===== config.mk =====
export PLATFORM = sky130hd
export DESIGN_NAME = lpstop_bcast
export DESIGN_NICKNAME = d
export VERILOG_FILES = /design/src/rtl/lpstop_pkg.sv /design/src/rtl/lpstop_mask_hold.sv /design/src/rtl/lpstop_seq_fsm.sv /design/src/rtl/lpstop_bus_drive.sv /design/src/rtl/lpstop_bcast.sv
export SDC_FILE = /design/constraint.sdc
export NUM_CORES = 1
export LEC_CHECK = 0
export ABC_AREA = 1
export BUFFER_PORTS_ARGS = -buffer_cell sky130_fd_sc_hd__buf_2
export CAP_MARGIN = 25
export CORE_MARGIN = 2
export CORE_UTILIZATION = 33
export CTS_CLUSTER_DIAMETER = 50
export CTS_CLUSTER_SIZE = 8
export DETAILED_ROUTE_END_ITERATION = 12
export HOLD_SLACK_MARGIN = 0.12
export PLACE_DENSITY_LB_ADDON = 0.3
export SLEW_MARGIN = 20
export SYNTH_ARGS = -nofsm -noshare
export SYNTH_HDL_FRONTEND = slang
export SYNTH_SLANG_ARGS = --single-unit

===== constraint.sdc =====
create_clock -name clk -period 1.1 [get_ports clk]
set_clock_uncertainty 0.2 [all_clocks]
set_input_delay 0 -clock clk [delete_from_list [all_inputs] [get_ports clk]]
set_output_delay 0 -clock clk [all_outputs]
set_load 0.02 [all_outputs]

===== src/rtl/lpstop_pkg.sv =====
package lpstop_pkg;

    localparam int MASK_W       = 3;
    localparam int FC_W         = 3;
    localparam int TYPE_W       = 4;
    localparam int TYPE_LSB     = 16;
    localparam int NUM_LANES    = 2;
    localparam int LANE_STRIDE  = 16;

    localparam logic [FC_W-1:0]   FC_CPU_SPACE  = 3'b111;
    localparam logic [FC_W-1:0]   FC_NONE       = 3'b000;
    localparam logic [TYPE_W-1:0] CPU_TYPE_STOP = 4'h3;

    typedef logic [MASK_W-1:0] mask_t;

    typedef enum logic [2:0] {
        ST_IDLE      = 3'd0,
        ST_WAIT_BUS  = 3'd1,
        ST_ADDR      = 3'd2,
        ST_DATA      = 3'd3,
        ST_ACK       = 3'd4,
        ST_HOLD_HALT = 3'd5,
        ST_STOPPED   = 3'd6
    } seq_state_t;

    typedef struct packed {
        logic          addr_phase;
        logic          data_phase;
        logic          ack;
        logic          stopped;
    } phase_t;

    function automatic phase_t decode_phase(seq_state_t s);
        phase_t p;
        p.addr_phase = (s == ST_ADDR) || (s == ST_DATA) || (s == ST_ACK);
        p.data_phase = (s == ST_DATA) || (s == ST_ACK);
        p.ack        = (s == ST_ACK);
        p.stopped    = (s == ST_STOPPED);
        return p;
    endfunction

endpackage


===== src/rtl/lpstop_mask_hold.sv =====
module lpstop_mask_hold
    import lpstop_pkg::*;
(
    input  logic  clk,
    input  logic  rst,
    input  logic  load,
    input  mask_t mask_in,
    output mask_t mask_q
);

    always_ff @(posedge clk) begin
        if (rst) begin
            mask_q <= '0;
        end else if (load) begin
            mask_q <= mask_in;
        end
    end

endmodule


===== src/rtl/lpstop_seq_fsm.sv =====
module lpstop_seq_fsm
    import lpstop_pkg::*;
(
    input  logic       clk,
    input  logic       rst,
    input  logic       lp_req,
    input  logic       bus_free,
    input  logic       hold_off,
    output logic       accept,
    output seq_state_t state_q
);

    seq_state_t state_d;

    assign accept = (state_q == ST_IDLE) && lp_req;

    always_comb begin
        state_d = state_q;
        unique case (state_q)
            ST_IDLE:      if (lp_req)    state_d = ST_WAIT_BUS;
            ST_WAIT_BUS:  if (bus_free)  state_d = ST_ADDR;
            ST_ADDR:                     state_d = ST_DATA;
            ST_DATA:                     state_d = ST_ACK;
            ST_ACK:       state_d = hold_off ? ST_HOLD_HALT : ST_STOPPED;
            ST_HOLD_HALT: if (!hold_off) state_d = ST_STOPPED;
            ST_STOPPED:                  state_d = ST_STOPPED;
            default:                     state_d = ST_IDLE;
        endcase
    end

    always_ff @(posedge clk) begin
        if (rst) begin
            state_q <= ST_IDLE;
        end else begin
            state_q <= state_d;
        end
    end

endmodule


===== src/rtl/lpstop_bus_drive.sv =====
module lpstop_bus_drive
    import lpstop_pkg::*;
#(
    parameter int ADDR_W = 24,
    parameter int DATA_W = 32
) (
    input  seq_state_t        state_q,
    input  mask_t             mask_q,
    output logic              as_o,
    output logic              ds_o,
    output logic              rw_o,
    output logic [FC_W-1:0]   fc_o,
    output logic [ADDR_W-1:0] addr_o,
    output logic [DATA_W-1:0] data_o,
    output logic              int_ack_o,
    output logic              stop_entered_o
);

    localparam logic [ADDR_W-1:0] STOP_ADDR =
        {{(ADDR_W-TYPE_W){1'b0}}, CPU_TYPE_STOP} << TYPE_LSB;

    phase_t            ph;
    logic [DATA_W-1:0] lane_word [NUM_LANES];
    logic [DATA_W-1:0] mirror_word;

    assign ph = decode_phase(state_q);

    for (genvar g = 0; g < NUM_LANES; g++) begin : g_lane
        assign lane_word[g] = {{(DATA_W-MASK_W){1'b0}}, mask_q} << (g*LANE_STRIDE);
    end

    always_comb begin
        mirror_word = '0;
        for (int i = 0; i < NUM_LANES; i++) begin
            mirror_word = mirror_word | lane_word[i];
        end
    end

    assign as_o           = ph.addr_phase;
    assign ds_o           = ph.data_phase;
    assign rw_o           = !ph.addr_phase;
    assign fc_o           = ph.addr_phase ? FC_CPU_SPACE : FC_NONE;
    assign addr_o         = ph.addr_phase ? STOP_ADDR : '0;
    assign data_o         = ph.data_phase ? mirror_word : '0;
    assign int_ack_o      = ph.ack;
    assign stop_entered_o = ph.stopped;

endmodule


===== src/rtl/lpstop_bcast.sv =====
module lpstop_bcast
    import lpstop_pkg::*;
#(
    parameter int ADDR_W = 24,
    parameter int DATA_W = 32
) (
    input  logic              clk,
    input  logic              rst,
    input  logic              lp_req,
    input  logic [2:0]        irq_mask,
    input  logic              bus_free,
    input  logic              hold_off,
    output logic              as_o,
    output logic              ds_o,
    output logic              rw_o,
    output logic [2:0]        fc_o,
    output logic [ADDR_W-1:0] addr_o,
    output logic [DATA_W-1:0] data_o,
    output logic              int_ack_o,
    output logic              stop_entered_o
);

    seq_state_t state_q;
    logic       accept;
    mask_t      mask_q;

    lpstop_seq_fsm u_fsm (
        .clk      (clk),
        .rst      (rst),
        .lp_req   (lp_req),
        .bus_free (bus_free),
        .hold_off (hold_off),
        .accept   (accept),
        .state_q  (state_q)
    );

    lpstop_mask_hold u_mask (
        .clk     (clk),
        .rst     (rst),
        .load    (accept),
        .mask_in (irq_mask),
        .mask_q  (mask_q)
    );

    lpstop_bus_drive #(
        .ADDR_W (ADDR_W),
        .DATA_W (DATA_W)
    ) u_drive (
        .state_q        (state_q),
        .mask_q         (mask_q),
        .as_o           (as_o),
        .ds_o           (ds_o),
        .rw_o           (rw_o),
        .fc_o           (fc_o),
        .addr_o         (addr_o),
        .data_o         (data_o),
        .int_ack_o      (int_ack_o),
        .stop_entered_o (stop_entered_o)
    );

endmodule


==> run metrics <==
cell internal pwr=669 uW; final setup margin=-335 ps; clock-pin slew on the worst setup and hold paths=40 ps; Synth area leaders=buf_4 55%, dfxtp_1 16%, inv_1 4.9%, a21oi_1 3.9%, nor2_2 3.3%; Initial Util=between 30% and 40%; P_sw=between 600 and 700 uW; Antenna Nets Post-Route=0; RSZ-0062 raised after global routing=yes; routability cong.=0.717; # port buffers=23; Hold Path Depth=6; Logic pwr share=between 60% and 70%; Setup violations, final=21; dpl hpwl=approximately 1000 um; # hold bufs at CTS=6; Hold Startpoint=hold_off; Max FO, Critical Path=6; final net count=153; Clk pwr share=15.9%; worst setup path start=u_fsm.state_q[1]; CTS sink cnt=6; WP data arrival=1240 ps; Distinct cells, synth=16; Remaining Overflow, GRT=0; Post-synth EDFFs=0; launch point of the worst reg-to-reg path=u_fsm.state_q[1]; uppermost layer routed=met4; most common cell in the netlist=buf_4; DR iter-0 viols=2; synthesized cell area=763 sq um; Core ar.=between 2000 and 2500 sq um; Final Cycle Share=130%; Max H-tree Level=1; placed cells=158; Synth Area per Inst=7.07 sq um; wl on met1=between 400 and 500 um; layout cells sized above 1=46.9%; post-synth top area share=55.1%; r2r endpoint=u_mask.mask_q[0]; reg2reg path depth=6; root buffer cell=clkbuf_4; Die ar.=approximately 2700 sq um; Static Leak=0.557 nW; Power Dens Cells=1210 nW/um^2; met2 wire length=roughly 740 um; vias in the first global route=510; CTS tree=built; I/O pin count=72; routed wire length=1370 um; largest net degree at the start of global routing=7; DRT Pass-1 Iters=2; DR DRC count=0; Worst Hold Class=input pin to flip-flop; Highest Clock Rate=697 MHz; status=finished with violations; Hold Path Sink=u_fsm.state_q[1]; worst vdd ir=0.679 mV; fin cells=171; met3 wire length=156 um; synth cell count leaders=56 x buf_4, 10 x inv_1, 6 x a21oi_1, 6 x dfxtp_1, 6 x nand2_1; reg2reg setup slack=-270 ps; sequential share of power=between 20% and 30%; Yosys Warn Count=0; dominant cell type by area after synthesis=buf_4; register area share after synthesis=~16%; clock buffer depth=2; initial antenna violation count=0; routed vias=between 600 and 700; All-Layer GR Usage=10.5%; Max Cap Viol=0; top_reg_cell synth=dfxtp_1; min cycle time layout=approximately 1400 ps; Async SR Flop Fraction=0%; element type at the critical path end=output port; fin. max-slew vios=0; die height=52.1 um; Final Hold Fails=1; Hold WS=-6.44 ps; clk_lat worst skew=240 ps; failing checks=negative hold slack, negative setup slack; number of CTS-inserted buffers=3; startpoint types=flip-flop; flops & latches, synth=6; drt via density=3.57; first-pass GRT wire length=1990 um; Cells after Synth=108; Switching Share=a little under half; WS Path Type=flip-flop to output port; # diodes=0; Core Rows=17; CP required=about 900 ps; die width=52.1 um; Layout Area Growth over Synthesis=38.0%; # fillers=between 200 and 250; WL/cell=8.00 um
logic make-up after synthesis:
logic type	after synthesis	share of synthesized area [%]
flip-flops	6	15.7
AO/OA/AOI/OAI	10	6.56
AND/OR/NAND/NOR	23	16.2
buffers and inverters	68	61.0
other	1	0.491
cells in the final DEF (no fill, tap or decap), types with 2 or more instances in the layout:
master         instances
buf_4                 15
conb_1                48
dfxtp_1                3
dlygate4sd3_1          6
a21oi_1                5
buf_2                  8
nand3_2                3
buf_6                 12
o21ai_2                3
nand2_2                2
clkbuf_4               3
nand3_4                2
nand2_1                5
inv_4                  3
dfxtp_4                3
nor2_4                 6
nor2_2                 2
inv_1                  7
power groups by stage:
stage | Clock (mW) | Combinational (mW) | Sequential (mW)
finish | 0.202 | 0.776 | 0.293
global route | 0.231 | 0.836 | 0.296
CTS | 0.209 | 0.715 | 0.296
detailed placement | 0 | 0.588 | 0.296
global placement | 0 | 0.583 | 0.294
floorplan | 0 | 0.647 | 0.298
cell type report:
cell class	instances	area, sq um	share of cell area (%)
timing repair buffer	41	348	33.0
tap	28	35.0	3.33
sequential	6	131	12.5
inverter	12	56.3	5.34
clock buffer	3	22.5	2.14
multi-input combinational	81	460	43.7
critical path, cell delays in order, from the launching register on:
cell and delay, ps:
dfxtp_4 360, nor3_4 250, buf_6 140, a21oi_4 30, inv_4 70, buf_4 140
stage by stage:
stage / util, % / TNS [ps] / cell area [sq um] / total power, mW / setup WS (ps)
floorplan: - / -3760 / 1010 / 0.945 / -372
global placement: 35.8 / -1440 / 783 / 0.877 / -101
detailed placement: 35.8 / -2000 / 783 / 0.884 / -134
CTS: 45.1 / -5480 / 988 / 1.22 / -337
global route: 48.1 / -7400 / 1050 / 1.36 / -399
finish: 48.1 / -6000 / 1050 / 1.27 / -335
worst max-delay path by stage:
stage                       endpoint  slack, ps
after global routing            as_o       -400
after CTS                    fc_o[1]       -340
after detailed placement   data_o[0]       -130
after floorplan           data_o[16]       -370
after global placement    data_o[16]       -100
final                           as_o       -340
timing repair:
| item | in CTS | in global routing |
|---|---|---|
| setup endpoints to repair | 21 | 22 |
| pin swaps | 5 | 8 |
| gates resized for setup | 35 | 13 |
| hold endpoints to repair | 6 | 2 |
| buffers inserted | 1 | 4 |
per-layer routing:
| layer | vias to the layer above | track usage [%] |
|---|---|---|
| met4 | 0 | 9.21 |
| met3 | 6 | 3.45 |
| met5 | - | 0 |
| met1 | 261 | 9.63 |
| li1 | 300 | - |
| met2 | 44 | 18.1 |
state kept, by name (all words and copies together), names as in the netlist:
name,flops
u_fsm.state_q,3
u_mask.mask_q,3
(Power assumes the default switching activity.)
